$ cat config.mk
export PLATFORM = sky130hd
export DESIGN_NAME = stat_counters
export DESIGN_NICKNAME = d
export VERILOG_FILES = /design/src/rtl/stat_pkg.sv /design/src/rtl/stat_evt_decode.sv /design/src/rtl/stat_row_update.sv /design/src/rtl/stat_row_ram.sv /design/src/rtl/stat_counters.sv
export SDC_FILE = /design/constraint.sdc
export NUM_CORES = 2
export LEC_CHECK = 0
export BUFFER_PORTS_ARGS = -buffer_cell sky130_fd_sc_hd__buf_2
export CAP_MARGIN = 40
export CELL_PAD_IN_SITES_DETAIL_PLACEMENT = 1
export CELL_PAD_IN_SITES_GLOBAL_PLACEMENT = 1
export CORE_MARGIN = 2
export CORE_UTILIZATION = 23
export DETAILED_ROUTE_END_ITERATION = 16
export PLACE_DENSITY_LB_ADDON = 0.3
export SYNTH_ARGS = -nofsm -noshare
export SYNTH_HDL_FRONTEND = slang
export SYNTH_SLANG_ARGS = --single-unit
$ cat constraint.sdc
create_clock -name clk -period 10.1 [get_ports clk]
set_input_delay 0.505 -clock clk [delete_from_list [all_inputs] [get_ports clk]]
set_output_delay 0.505 -clock clk [all_outputs]
set_load 0.05 [all_outputs]
$ cat src/rtl/stat_pkg.sv
package stat_pkg;

    localparam int unsigned STAT_NCNT = 6;
    localparam int unsigned SEL_W     = 3;

    typedef enum logic {
        ST_CLEAR = 1'b0,
        ST_RUN   = 1'b1
    } stat_state_t;

endpackage

$ cat src/rtl/stat_evt_decode.sv
module stat_evt_decode
    import stat_pkg::*;
(
    input  logic                 egress,
    input  logic                 clp,
    input  logic                 nc_a,
    input  logic                 nc_b,
    input  logic                 mode,
    output logic [STAT_NCNT-1:0] mask
);

    logic nonconf;

    assign nonconf = nc_a | nc_b;

    always_comb begin
        mask = '0;
        if (egress) begin
            if (clp) mask[5] = 1'b1;
            else     mask[4] = 1'b1;
        end else if (!mode) begin
            if (clp) mask[1] = 1'b1;
            else     mask[0] = 1'b1;
            mask[2] = nc_a;
            mask[3] = nc_b;
        end else begin
            unique case ({nonconf, clp})
                2'b00: mask[0] = 1'b1;
                2'b01: mask[1] = 1'b1;
                2'b10: mask[2] = 1'b1;
                2'b11: mask[3] = 1'b1;
            endcase
        end
    end

endmodule

$ cat src/rtl/stat_row_update.sv
module stat_row_update
    import stat_pkg::*;
#(
    parameter int CNT_W = 31
) (
    input  logic [STAT_NCNT-1:0][CNT_W-1:0] base_row,
    input  logic                            wr_en,
    input  logic [SEL_W-1:0]                wr_sel,
    input  logic [CNT_W-1:0]                wr_data,
    input  logic [STAT_NCNT-1:0]            inc_mask,
    output logic [STAT_NCNT-1:0][CNT_W-1:0] new_row
);

    localparam logic [CNT_W-1:0] CNT_MAX = '1;

    for (genvar i = 0; i < STAT_NCNT; i++) begin : g_field
        logic             hit;
        logic [CNT_W-1:0] pre;

        assign hit = wr_en && (wr_sel == SEL_W'(i));
        assign pre = hit ? wr_data : base_row[i];

        always_comb begin
            if (inc_mask[i] && (pre != CNT_MAX)) new_row[i] = pre + 1'b1;
            else                                 new_row[i] = pre;
        end
    end

endmodule

$ cat src/rtl/stat_row_ram.sv
module stat_row_ram #(
    parameter  int DEPTH = 16,
    parameter  int W     = 186,
    localparam int AW    = $clog2(DEPTH)
) (
    input  logic          clk,
    input  logic          we,
    input  logic [AW-1:0] waddr,
    input  logic [W-1:0]  wdata,
    input  logic [AW-1:0] raddr,
    output logic [W-1:0]  rdata
);

    logic [W-1:0] mem [DEPTH];

    always_ff @(posedge clk) begin
        if (we) mem[waddr] <= wdata;
        rdata <= mem[raddr];
    end

endmodule

$ cat src/rtl/stat_counters.sv
module stat_counters
    import stat_pkg::*;
#(
    parameter int CONN_W = 4,
    parameter int CNT_W  = 31
) (
    input  logic              clk,
    input  logic              rst,
    input  logic              stat_en,
    input  logic              ing_mode,
    input  logic              evt_valid,
    input  logic [CONN_W-1:0] evt_conn,
    input  logic              evt_egress,
    input  logic              evt_clp,
    input  logic              evt_nc_a,
    input  logic              evt_nc_b,
    input  logic              cpu_req,
    input  logic              cpu_we,
    input  logic [CONN_W-1:0] cpu_conn,
    input  logic [SEL_W-1:0]  cpu_sel,
    input  logic [CNT_W-1:0]  cpu_wdata,
    output logic              cpu_gnt,
    output logic              cpu_rvalid,
    output logic [CNT_W-1:0]  cpu_rdata
);

    localparam int                NCONN    = 2 ** CONN_W;
    localparam int                ROW_W    = STAT_NCNT * CNT_W;
    localparam logic [CONN_W-1:0] LAST_ROW = CONN_W'(NCONN - 1);

    typedef logic [STAT_NCNT-1:0][CNT_W-1:0] row_t;

    // ---------------- control state machine ----------------
    stat_state_t       state, state_nx;
    logic              running, clearing;
    logic [CONN_W-1:0] clr_idx;

    always_ff @(posedge clk or posedge rst) begin
        if (rst) state <= ST_CLEAR;
        else     state <= state_nx;
    end

    always_comb begin
        state_nx = state;
        unique case (state)
            ST_CLEAR: if (clr_idx == LAST_ROW) state_nx = ST_RUN;
            ST_RUN:   state_nx = ST_RUN;
        endcase
    end

    always_comb begin
        running  = 1'b0;
        clearing = 1'b0;
        unique case (state)
            ST_CLEAR: clearing = 1'b1;
            ST_RUN:   running  = 1'b1;
        endcase
    end

    always_ff @(posedge clk or posedge rst) begin
        if (rst)           clr_idx <= '0;
        else if (clearing) clr_idx <= clr_idx + 1'b1;
    end

    // ---------------- arbitration ----------------
    logic                 evt_take;
    logic                 op_vld;
    logic [CONN_W-1:0]    op_row;
    logic [STAT_NCNT-1:0] evt_mask;

    assign evt_take = running && evt_valid && stat_en;
    assign cpu_gnt  = running && cpu_req && (!evt_take || (evt_conn == cpu_conn));
    assign op_vld   = evt_take || cpu_gnt;
    assign op_row   = evt_take ? evt_conn : cpu_conn;

    stat_evt_decode u_dec (
        .egress (evt_egress),
        .clp    (evt_clp),
        .nc_a   (evt_nc_a),
        .nc_b   (evt_nc_b),
        .mode   (ing_mode),
        .mask   (evt_mask)
    );

    // ---------------- update stage registers ----------------
    logic                 s1_vld;
    logic [CONN_W-1:0]    s1_row;
    logic [STAT_NCNT-1:0] s1_mask;
    logic                 s1_cwr, s1_crd;
    logic [SEL_W-1:0]     s1_sel;
    logic [CNT_W-1:0]     s1_wdata;

    always_ff @(posedge clk or posedge rst) begin
        if (rst) begin
            s1_vld   <= 1'b0;
            s1_row   <= '0;
            s1_mask  <= '0;
            s1_cwr   <= 1'b0;
            s1_crd   <= 1'b0;
            s1_sel   <= '0;
            s1_wdata <= '0;
        end else begin
            s1_vld   <= op_vld;
            s1_row   <= op_row;
            s1_mask  <= evt_take ? evt_mask : '0;
            s1_cwr   <= cpu_gnt && cpu_we;
            s1_crd   <= cpu_gnt && !cpu_we;
            s1_sel   <= cpu_sel;
            s1_wdata <= cpu_wdata;
        end
    end

    // ---------------- storage and forwarding ----------------
    logic [ROW_W-1:0]  ram_rdata, ram_wdata;
    logic              ram_we;
    logic [CONN_W-1:0] ram_waddr;
    row_t              base_row, new_row, fwd_data;
    logic              fwd_vld;
    logic [CONN_W-1:0] fwd_row;

    assign ram_we    = clearing || s1_vld;
    assign ram_waddr = clearing ? clr_idx : s1_row;
    assign ram_wdata = clearing ? '0 : ROW_W'(new_row);

    stat_row_ram #(.DEPTH(NCONN), .W(ROW_W)) u_ram (
        .clk   (clk),
        .we    (ram_we),
        .waddr (ram_waddr),
        .wdata (ram_wdata),
        .raddr (op_row),
        .rdata (ram_rdata)
    );

    always_ff @(posedge clk or posedge rst) begin
        if (rst) begin
            fwd_vld  <= 1'b0;
            fwd_row  <= '0;
            fwd_data <= '0;
        end else begin
            fwd_vld  <= running && s1_vld;
            fwd_row  <= s1_row;
            fwd_data <= new_row;
        end
    end

    assign base_row = (fwd_vld && (fwd_row == s1_row)) ? fwd_data : row_t'(ram_rdata);

    stat_row_update #(.CNT_W(CNT_W)) u_upd (
        .base_row (base_row),
        .wr_en    (s1_cwr),
        .wr_sel   (s1_sel),
        .wr_data  (s1_wdata),
        .inc_mask (s1_mask),
        .new_row  (new_row)
    );

    // ---------------- read return ----------------
    logic [CNT_W-1:0] rd_field;

    always_comb begin
        rd_field = '0;
        for (int i = 0; i < STAT_NCNT; i++) begin
            if (s1_sel == SEL_W'(i)) rd_field = base_row[i];
        end
    end

    assign cpu_rvalid = s1_crd;
    assign cpu_rdata  = s1_crd ? rd_field : '0;

endmodule

Word level (Yosys, flattened, before mapping)
Memory sizes are Yosys's and may differ from the RTL's. A register that Yosys moved wholly into a read port is not among the register bits. Cells that the tools add are included.

Memory bits (writable): 2976. Memories kept: 1. Output and inout port bits: 33. Input bits: 53. Word-level logic and storage cells: 110. Bits in registers: 243.

Memories: u_ram.mem (words 16, width 186, read ports 1, clocked after Yosys merged registers in 1, write ports 1, line stat_row_ram.sv:14) `logic [W-1:0] mem [DEPTH];`.

Bitwise gates (word level): 2. Multiplexer cells: 39. Eq/ne operators: 17. Add/subtract/negate cells: 7. Reductions and logical operators: 27.

Operators by type and width (number): 31-bit two-way mux (19); 186-bit two-way mux (2); 31-bit by 1-bit adder with 31-bit output (second input constant) (6); 31-bit != test (second input constant) (6); 1-bit logical AND (20); 4-bit two-way mux (4); 1-bit two-way mux (11); 4-bit equality test (2); 3-bit by 2-bit equality test with 1-bit output (second input constant) (2); 3-bit equality test (second input constant) (2); 6-bit two-way mux (1); 4-bit by 1-bit adder with 4-bit output (second input constant) (1); 2-bit equality test (second input constant) (2); 4-bit equality test (second input constant) (1); 3-bit by 1-bit equality test with 1-bit output (second input constant) (1); 3-bit zero test (1); 1-bit logical OR (3); 2-bit by 1-bit equality test with 1-bit output (second input constant) (1); 1-bit zero test (2); 2-bit zero test (1); 2-bit two-way mux (1); 1-bit case mux with 2 select lines (1); 1-bit NOT (1); 1-bit OR (1).

Logic depth before layout (Yosys ltp)
Depth in word-level cells: 10. Mapped depth: 19. Depth with buffers taken out: 13.

Modules after synthesis
A second synthesis with hierarchy kept.

Cell total of the unflattened synthesis: 7493. Area, all modules: 136551.0 sq um.

By module, submodules not included: stat_row_ram (area an instance 115371.9 sq um, times used 1, cells each 4856, sequential area each 93089.3 sq um); stat_counters (area an instance 12435.7 sq um, times used 1, cells each 1216, sequential area each 6080.8 sq um); stat_row_update (area an instance 8677.1 sq um, times used 1, cells each 1411, sequential area each 0.0 sq um); stat_evt_decode (area an instance 66.3 sq um, times used 1, cells each 10, sequential area each 0.0 sq um).

Worst setup path before layout
Ideal clock, no wire load.

Path kind: flip-flop to flip-flop. Start point: register state. End point: memory u_ram.mem[15][0] (enable). Arrival time: 8.792 ns. Required time: 9.364 ns. Path buffers: 2. Cell stages (with the launch flop): 6. Setup slack: 0.573 ns. Library setup time: 0.736 ns. Clock period less this slack: 9.527 ns. Cells stage by stage: dfrtp_1 > clkbuf_1 > inv_1 > clkbuf_1 > a31oi_1 > nor2_1.

Longest elaborated chain between the ends: 4. Elaborated cells between the ends (all ways): 5. Classes of those cells: mux (4); reduce/logical (1).

RTL lines: start, declared (line stat_counters.sv:34) `stat_state_t state, state_nx;`; start signal, assigned (line stat_counters.sv:40) `else state <= state_nx;`; 1-bit two-way mux (line stat_counters.sv:54) `unique case (state)`; 1-bit logical OR (line stat_counters.sv:121) `assign ram_we = clearing || s1_vld;`; 1-bit two-way mux (line stat_row_ram.sv:17) `if (we) mem[waddr] <= wdata;`; 1-bit two-way mux (not written as such) (line stat_row_ram.sv:17); end, declared (line stat_row_ram.sv:14).

Parallel ways exist; a longest one is shown, timed or not.

Final worst setup path
Start point: register s1_row[2]. End point: output cpu_rdata[30].

Longest elaborated chain between the ends: 10.

RTL lines: start, declared (line stat_counters.sv:87) `logic [CONN_W-1:0] s1_row;`; start signal, assigned (line stat_counters.sv:104) `s1_row <= op_row;`; 4-bit equality test * (line stat_counters.sv:146) `assign base_row = (fwd_vld && (fwd_row == s1_row)) ? fwd_data : row_t'(ram_rdata);`; 1-bit logical AND * (line stat_counters.sv:146); 186-bit two-way mux * (line stat_counters.sv:146); 31-bit two-way mux (5 in a row) (line stat_counters.sv:163) `if (s1_sel == SEL_W'(i)) rd_field = base_row[i];`; 31-bit two-way mux * (line stat_counters.sv:163); 31-bit two-way mux * (line stat_counters.sv:168) `assign cpu_rdata = s1_crd ? rd_field : '0;`; end, declared (line stat_counters.sv:24) `output logic [CNT_W-1:0] cpu_rdata`.

Every way passes the cells marked *; elsewhere a longest branch is shown, timed or not.

==> flow_summary.html <==
<table>
<tr><th>Metric</th><th>Value</th></tr>
<tr><th colspan="2">Setup path</th></tr>
<tr><td>CP Cell Sequence</td><td>xnor2_1 -&gt; nand3_4 -&gt; nor2_4 -&gt; buf_4 -&gt; buf_4 -&gt; a21boi_0 -&gt; o22ai_1 -&gt; o41a_1 -&gt; buf_2</td></tr>
<tr><td>Minimum setup slack among reg-to-reg paths</td><td>3.34 ns</td></tr>
<tr><td>Kind of capture point of the worst setup path</td><td>primary output</td></tr>
<tr><td>Number of cells on the worst reg-to-reg path</td><td>16</td></tr>
<tr><td>Arrival time at the worst endpoint</td><td>6.38 ns</td></tr>
<tr><td>CP Buf/Inv Count</td><td>3</td></tr>
<tr><td>Setup crit start</td><td>s1_row[2]</td></tr>
<tr><td>Startpoint of the lowest-slack register-to-register path</td><td>s1_row[2]</td></tr>
<tr><td>Crit-path leading delay family</td><td>buffers and inverters</td></tr>
<tr><td>Crit start category</td><td>flop</td></tr>
<tr><td>Maximum fanout count along the critical path</td><td>49</td></tr>
<tr><td>CP Capture Point</td><td>cpu_rdata[30]</td></tr>
<tr><td>Critical path required time</td><td>9.60 ns</td></tr>
<tr><td>Critical path start-end classification</td><td>flop to primary output</td></tr>
<tr><td>Logic depth of the worst path, buffers included</td><td>9</td></tr>
<tr><td>Slowest stage cell, crit path</td><td>sky130_fd_sc_hd__buf_4</td></tr>
<tr><td>Endpoint of the lowest-slack register-to-register path</td><td>u_ram.mem[13][75]</td></tr>
<tr><td>Critical Path Max Stage Delay</td><td>0.82 ns</td></tr>
<tr><td>Most prevalent standard cell on the critical path</td><td>sky130_fd_sc_hd__buf_4</td></tr>
<tr><th colspan="2">Global routing</th></tr>
<tr><td>Congestion Overflow GR</td><td>0</td></tr>
<tr><td>Number of global-route vias before repair</td><td>98,600</td></tr>
<tr><td>Most used routing layer</td><td>met2</td></tr>
<tr><td>Antenna violations before repair</td><td>55</td></tr>
<tr><td>Global Route Usage Sum</td><td>16.8%</td></tr>
<tr><td>First-pass GRT wire length</td><td>766,000 um</td></tr>
<tr><td>Global Route met2 Usage</td><td>26.5%</td></tr>
<tr><td>Met1 Resource Use GR</td><td>23.8%</td></tr>
<tr><td>Pin count of the biggest net entering global routing</td><td>157</td></tr>
<tr><td>Global Route met3 Usage</td><td>2.74%</td></tr>
<tr><th colspan="2">Logic synthesis</th></tr>
<tr><td>Leading cell type by number of instances after synthesis</td><td>sky130_fd_sc_hd__nand2_1</td></tr>
<tr><td>Register bit total from synthesis</td><td>3,405</td></tr>
<tr><td>Most frequent cells after synthesis</td><td>sky130_fd_sc_hd__nand2_1, sky130_fd_sc_hd__edfxtp_1, sky130_fd_sc_hd__nand3_1, sky130_fd_sc_hd__clkbuf_1, sky130_fd_sc_hd__a311oi_1</td></tr>
<tr><td>Number of library cell types mapped by synthesis</td><td>101</td></tr>
<tr><td>EDFF count, synth</td><td>2,976</td></tr>
<tr><td>Area leader, netlist</td><td>sky130_fd_sc_hd__edfxtp_1</td></tr>
<tr><td>Synth async-reset ratio</td><td>7.14%</td></tr>
<tr><td>Yosys warning total</td><td>0</td></tr>
<tr><td>Dominant cells by area after synthesis</td><td>sky130_fd_sc_hd__edfxtp_1, sky130_fd_sc_hd__nand2_1, sky130_fd_sc_hd__nand3_1</td></tr>
<tr><td>Most used DFF post-synth</td><td>sky130_fd_sc_hd__edfxtp_1</td></tr>
<tr><td>Mean area per synthesized cell</td><td>12.0 um2</td></tr>
<tr><td>Synth Cell Area</td><td>0.141 mm2</td></tr>
<tr><td>Proportion of synthesized chip area in sequential cells</td><td>70.1%</td></tr>
<tr><td>Gate count of the mapped netlist</td><td>11,800</td></tr>
<tr><td>Synth top area share</td><td>63.2%</td></tr>
<tr><td>Net Count, Synth</td><td>11,800</td></tr>
<tr><th colspan="2">Die</th></tr>
<tr><td>Die boundary width</td><td>788 um</td></tr>
<tr><td>Core box area</td><td>0.614 mm2</td></tr>
<tr><td>Total die area</td><td>0.621 mm2</td></tr>
<tr><td>Die extent in y</td><td>788 um</td></tr>
<tr><td>Number of placed I/O pins</td><td>86</td></tr>
<tr><td>Starting density of the core</td><td>23.0%</td></tr>
<tr><td>Standard-cell rows</td><td>288</td></tr>
<tr><th colspan="2">STA</th></tr>
<tr><td>Maximum clock frequency</td><td>145 MHz</td></tr>
<tr><td>Number of endpoints failing setup at the final stage</td><td>0</td></tr>
<tr><td>Worst-margin pin slew</td><td>1.12 ns</td></tr>
<tr><td>Worst clock skew</td><td>0.0849 ns</td></tr>
<tr><td>Setup repair after global routing missed its margin</td><td>false</td></tr>
<tr><td>Post-route clock period utilization</td><td>68.1%</td></tr>
<tr><td>Final critical-path required period</td><td>6.88 ns</td></tr>
<tr><td>Setup TNS</td><td>0 ns</td></tr>
<tr><td>Max-slew violations</td><td>0</td></tr>
<tr><td>Worst-case hold slack</td><td>0.0837 ns</td></tr>
<tr><td>Worst slew margin relative to its limit</td><td>25.3%</td></tr>
<tr><td>Final Hold Viols</td><td>0</td></tr>
<tr><td>Worst-case setup margin in the final layout</td><td>3.22 ns</td></tr>
<tr><th colspan="2">Layout</th></tr>
<tr><td>Area growth, synth to finish</td><td>17.2%</td></tr>
<tr><td>Layout cell share with drive strength beyond 1</td><td>9.04%</td></tr>
<tr><td>Post-layout utilization of the core</td><td>27.0%</td></tr>
<tr><td>Total Nets Final</td><td>11,800</td></tr>
<tr><td>Post-route standard cell area excluding fillers</td><td>0.166 mm2</td></tr>
<tr><td>Layout Cells excl Fill</td><td>20,200</td></tr>
<tr><td>Fillers</td><td>67,400</td></tr>
<tr><th colspan="2">Place</th></tr>
<tr><td>RD Place Congestion</td><td>0.935</td></tr>
<tr><td>Detailed placer's ending HPWL</td><td>309,000 um</td></tr>
<tr><td>I/O Buffers</td><td>85</td></tr>
<tr><td>Dpl cells</td><td>19,400</td></tr>
<tr><td>Setup WS pre-CTS</td><td>3.52 ns</td></tr>
<tr><td>Post-placement cell area</td><td>0.152 mm2</td></tr>
<tr><th colspan="2">Job</th></tr>
<tr><td>MaxCap Viol Count</td><td>0</td></tr>
<tr><th colspan="2">Power and ir drop</th></tr>
<tr><td>Total power after layout</td><td>35.8 mW</td></tr>
<tr><td>Maximum ir drop on the vdd rail</td><td>0.144 mV</td></tr>
<tr><td>Power density relative to cell area</td><td>216 mW/mm2</td></tr>
<tr><td>Static leakage</td><td>55.9 nW</td></tr>
<tr><th colspan="2">Hold path</th></tr>
<tr><td>Worst hold path type</td><td>primary input to flop</td></tr>
<tr><th colspan="2">CTS</th></tr>
<tr><td>Clock buffer depth</td><td>4</td></tr>
<tr><td>Clk_lat worst skew</td><td>1.01 ns</td></tr>
<tr><td>Number of buffers inserted during clock tree synthesis</td><td>383</td></tr>
<tr><td>Clock Pin Slew Worst Setup and Hold Paths</td><td>0.06 ns</td></tr>
<tr><td>CTS tree</td><td>built</td></tr>
<tr><td>Setup Buffers After CTS</td><td>0</td></tr>
<tr><td>Count of H-tree levels built during CTS</td><td>5</td></tr>
<tr><td>Root buf cell</td><td>sky130_fd_sc_hd__clkbuf_16</td></tr>
<tr><td>TritonCTS sink count</td><td>3,405</td></tr>
<tr><th colspan="2">Detailed routing</th></tr>
<tr><td>Remaining antenna violation count after routing</td><td>0</td></tr>
<tr><td>Via count</td><td>99,200</td></tr>
<tr><td>DRC marker count from the first detailed-route iteration</td><td>9,511</td></tr>
<tr><td>Per-cell via count in the routed design</td><td>4.90</td></tr>
<tr><td>Pre-antenna DRT Iters</td><td>6</td></tr>
<tr><td>Average wire length per cell after detail routing</td><td>26.9 um</td></tr>
<tr><td>Final Routed Wirelength</td><td>544,000 um</td></tr>
<tr><td>Number of remaining DRC errors</td><td>0</td></tr>
<tr><th colspan="2">Status</th></tr>
<tr><td>Result of the run</td><td>finished, final reports clean</td></tr>
</table>
## metal layers
layer | routed length, um | up-vias
met5 | 148 | -
met4 | 16100 | 24
met3 | 33600 | 801
met1 | 249000 | 52100
met2 | 245000 | 3036
li1 | - | 43300
## placed cells by master (no fill, tap or decap), types with 87 or more instances in the layout
master | synthesis | layout
sky130_fd_sc_hd__a21oi_1 | 236 | 235
sky130_fd_sc_hd__a311oi_1 | 381 | 381
sky130_fd_sc_hd__a31oi_1 | 248 | 248
sky130_fd_sc_hd__and2_1 | 181 | 181
sky130_fd_sc_hd__and3_1 | 241 | 239
sky130_fd_sc_hd__buf_2 | 56 | 90
sky130_fd_sc_hd__buf_4 | 22 | 211
sky130_fd_sc_hd__clkbuf_1 | 737 | 87
sky130_fd_sc_hd__clkbuf_16 | 0 | 392
sky130_fd_sc_hd__dfrtp_1 | 243 | 241
sky130_fd_sc_hd__dfxtp_1 | 186 | 186
sky130_fd_sc_hd__edfxtp_1 | 2976 | 2976
sky130_fd_sc_hd__mux2i_1 | 174 | 170
sky130_fd_sc_hd__nand2_1 | 3152 | 3151
sky130_fd_sc_hd__nand3_1 | 1637 | 1635
sky130_fd_sc_hd__nand4_1 | 94 | 94
sky130_fd_sc_hd__nor2_1 | 271 | 255
sky130_fd_sc_hd__o21ai_0 | 96 | 96
sky130_fd_sc_hd__xnor2_1 | 100 | 100
## power by group
part	internal, mW	switching [mW]
logic	1.02	3.30
clock network	8.39	5.97
registers	16.6	0.558
## sequential cells by signal (all words and copies together) (netlist names)
signal       cells
fwd_row          4
s1_mask          6
u_ram.rdata    186
s1_row           4
u_ram.mem     2976
cpu_rvalid       1
clr_idx          4
fwd_vld          1
state            1
s1_cwr           1
s1_vld           1
s1_sel           3
fwd_data       186
s1_wdata        31
## area by class of cell
cell class | instances | area [um2] | area share (%)
repair buffers | 432 | 4200 | 2.53
well taps | 8120 | 10200 | 6.13
flip-flops and latches | 3405 | 99200 | 59.8
clock inverters | 180 | 1940 | 1.17
clock buffers | 542 | 11000 | 6.64
diodes | 48 | 120 | 0.0724
multi-input cells | 7479 | 39100 | 23.6
inverters | 29 | 139 | 0.0838
## cells by family (layout without fill, tap and decap cells)
family                   Yosys count  after routing  synth area share [%]
AO/OA/AOI/OAI                   1289           1289                  6.51
multiplexers                     185            185                  1.32
adder cells (fa/ha/maj)            7              7                0.0619
flip-flops                      3405           3405                  70.1
XOR/XNOR                         172            172                  1.06
AND/OR/NAND/NOR                 5826           5826                  18.4
other                              0             48                     0
buffers and inverters            891           1183                  2.53
## worst min-delay path by stage
stage / startpoint / endpoint / slack, ns / depth (start not counted)
after floorplan: s1_row[3] / fwd_row[3] / 0.41 / 0
after detailed placement: s1_row[2] / fwd_row[2] / 0.43 / 0
after CTS: evt_nc_b / s1_mask[0] / 0.008 / 3
final: evt_nc_b / s1_mask[0] / 0.08 / 3
after global placement: s1_row[3] / fwd_row[3] / 0.43 / 0
after global routing: evt_nc_b / s1_mask[0] / 0.06 / 3
## worst reg2reg max path, stage by stage, from the launching register on
cell,delay (ns)
sky130_fd_sc_hd__dfrtp_1,0.41
sky130_fd_sc_hd__xnor2_1,0.37
sky130_fd_sc_hd__nand3_4,0.58
sky130_fd_sc_hd__nor2_4,0.33
sky130_fd_sc_hd__buf_4,0.69
sky130_fd_sc_hd__mux2i_1,0.29
sky130_fd_sc_hd__a21oi_1,0.30
sky130_fd_sc_hd__ha_1,0.26
sky130_fd_sc_hd__o311ai_0,0.26
sky130_fd_sc_hd__clkdlybuf4s15_2,0.33
sky130_fd_sc_hd__nor4_2,0.34
sky130_fd_sc_hd__buf_4,0.24
sky130_fd_sc_hd__nor4b_2,0.21
sky130_fd_sc_hd__buf_4,0.40
sky130_fd_sc_hd__nor2_1,0.23
sky130_fd_sc_hd__xor2_1,0.65
sky130_fd_sc_hd__and2_1,0.56
## repair_timing
action	in CTS	in global routing
gates resized for setup	0	0
hold buffers	45	1
hold endpoints to repair	135	1
Note: power is estimated with default switching activity, not from simulation.
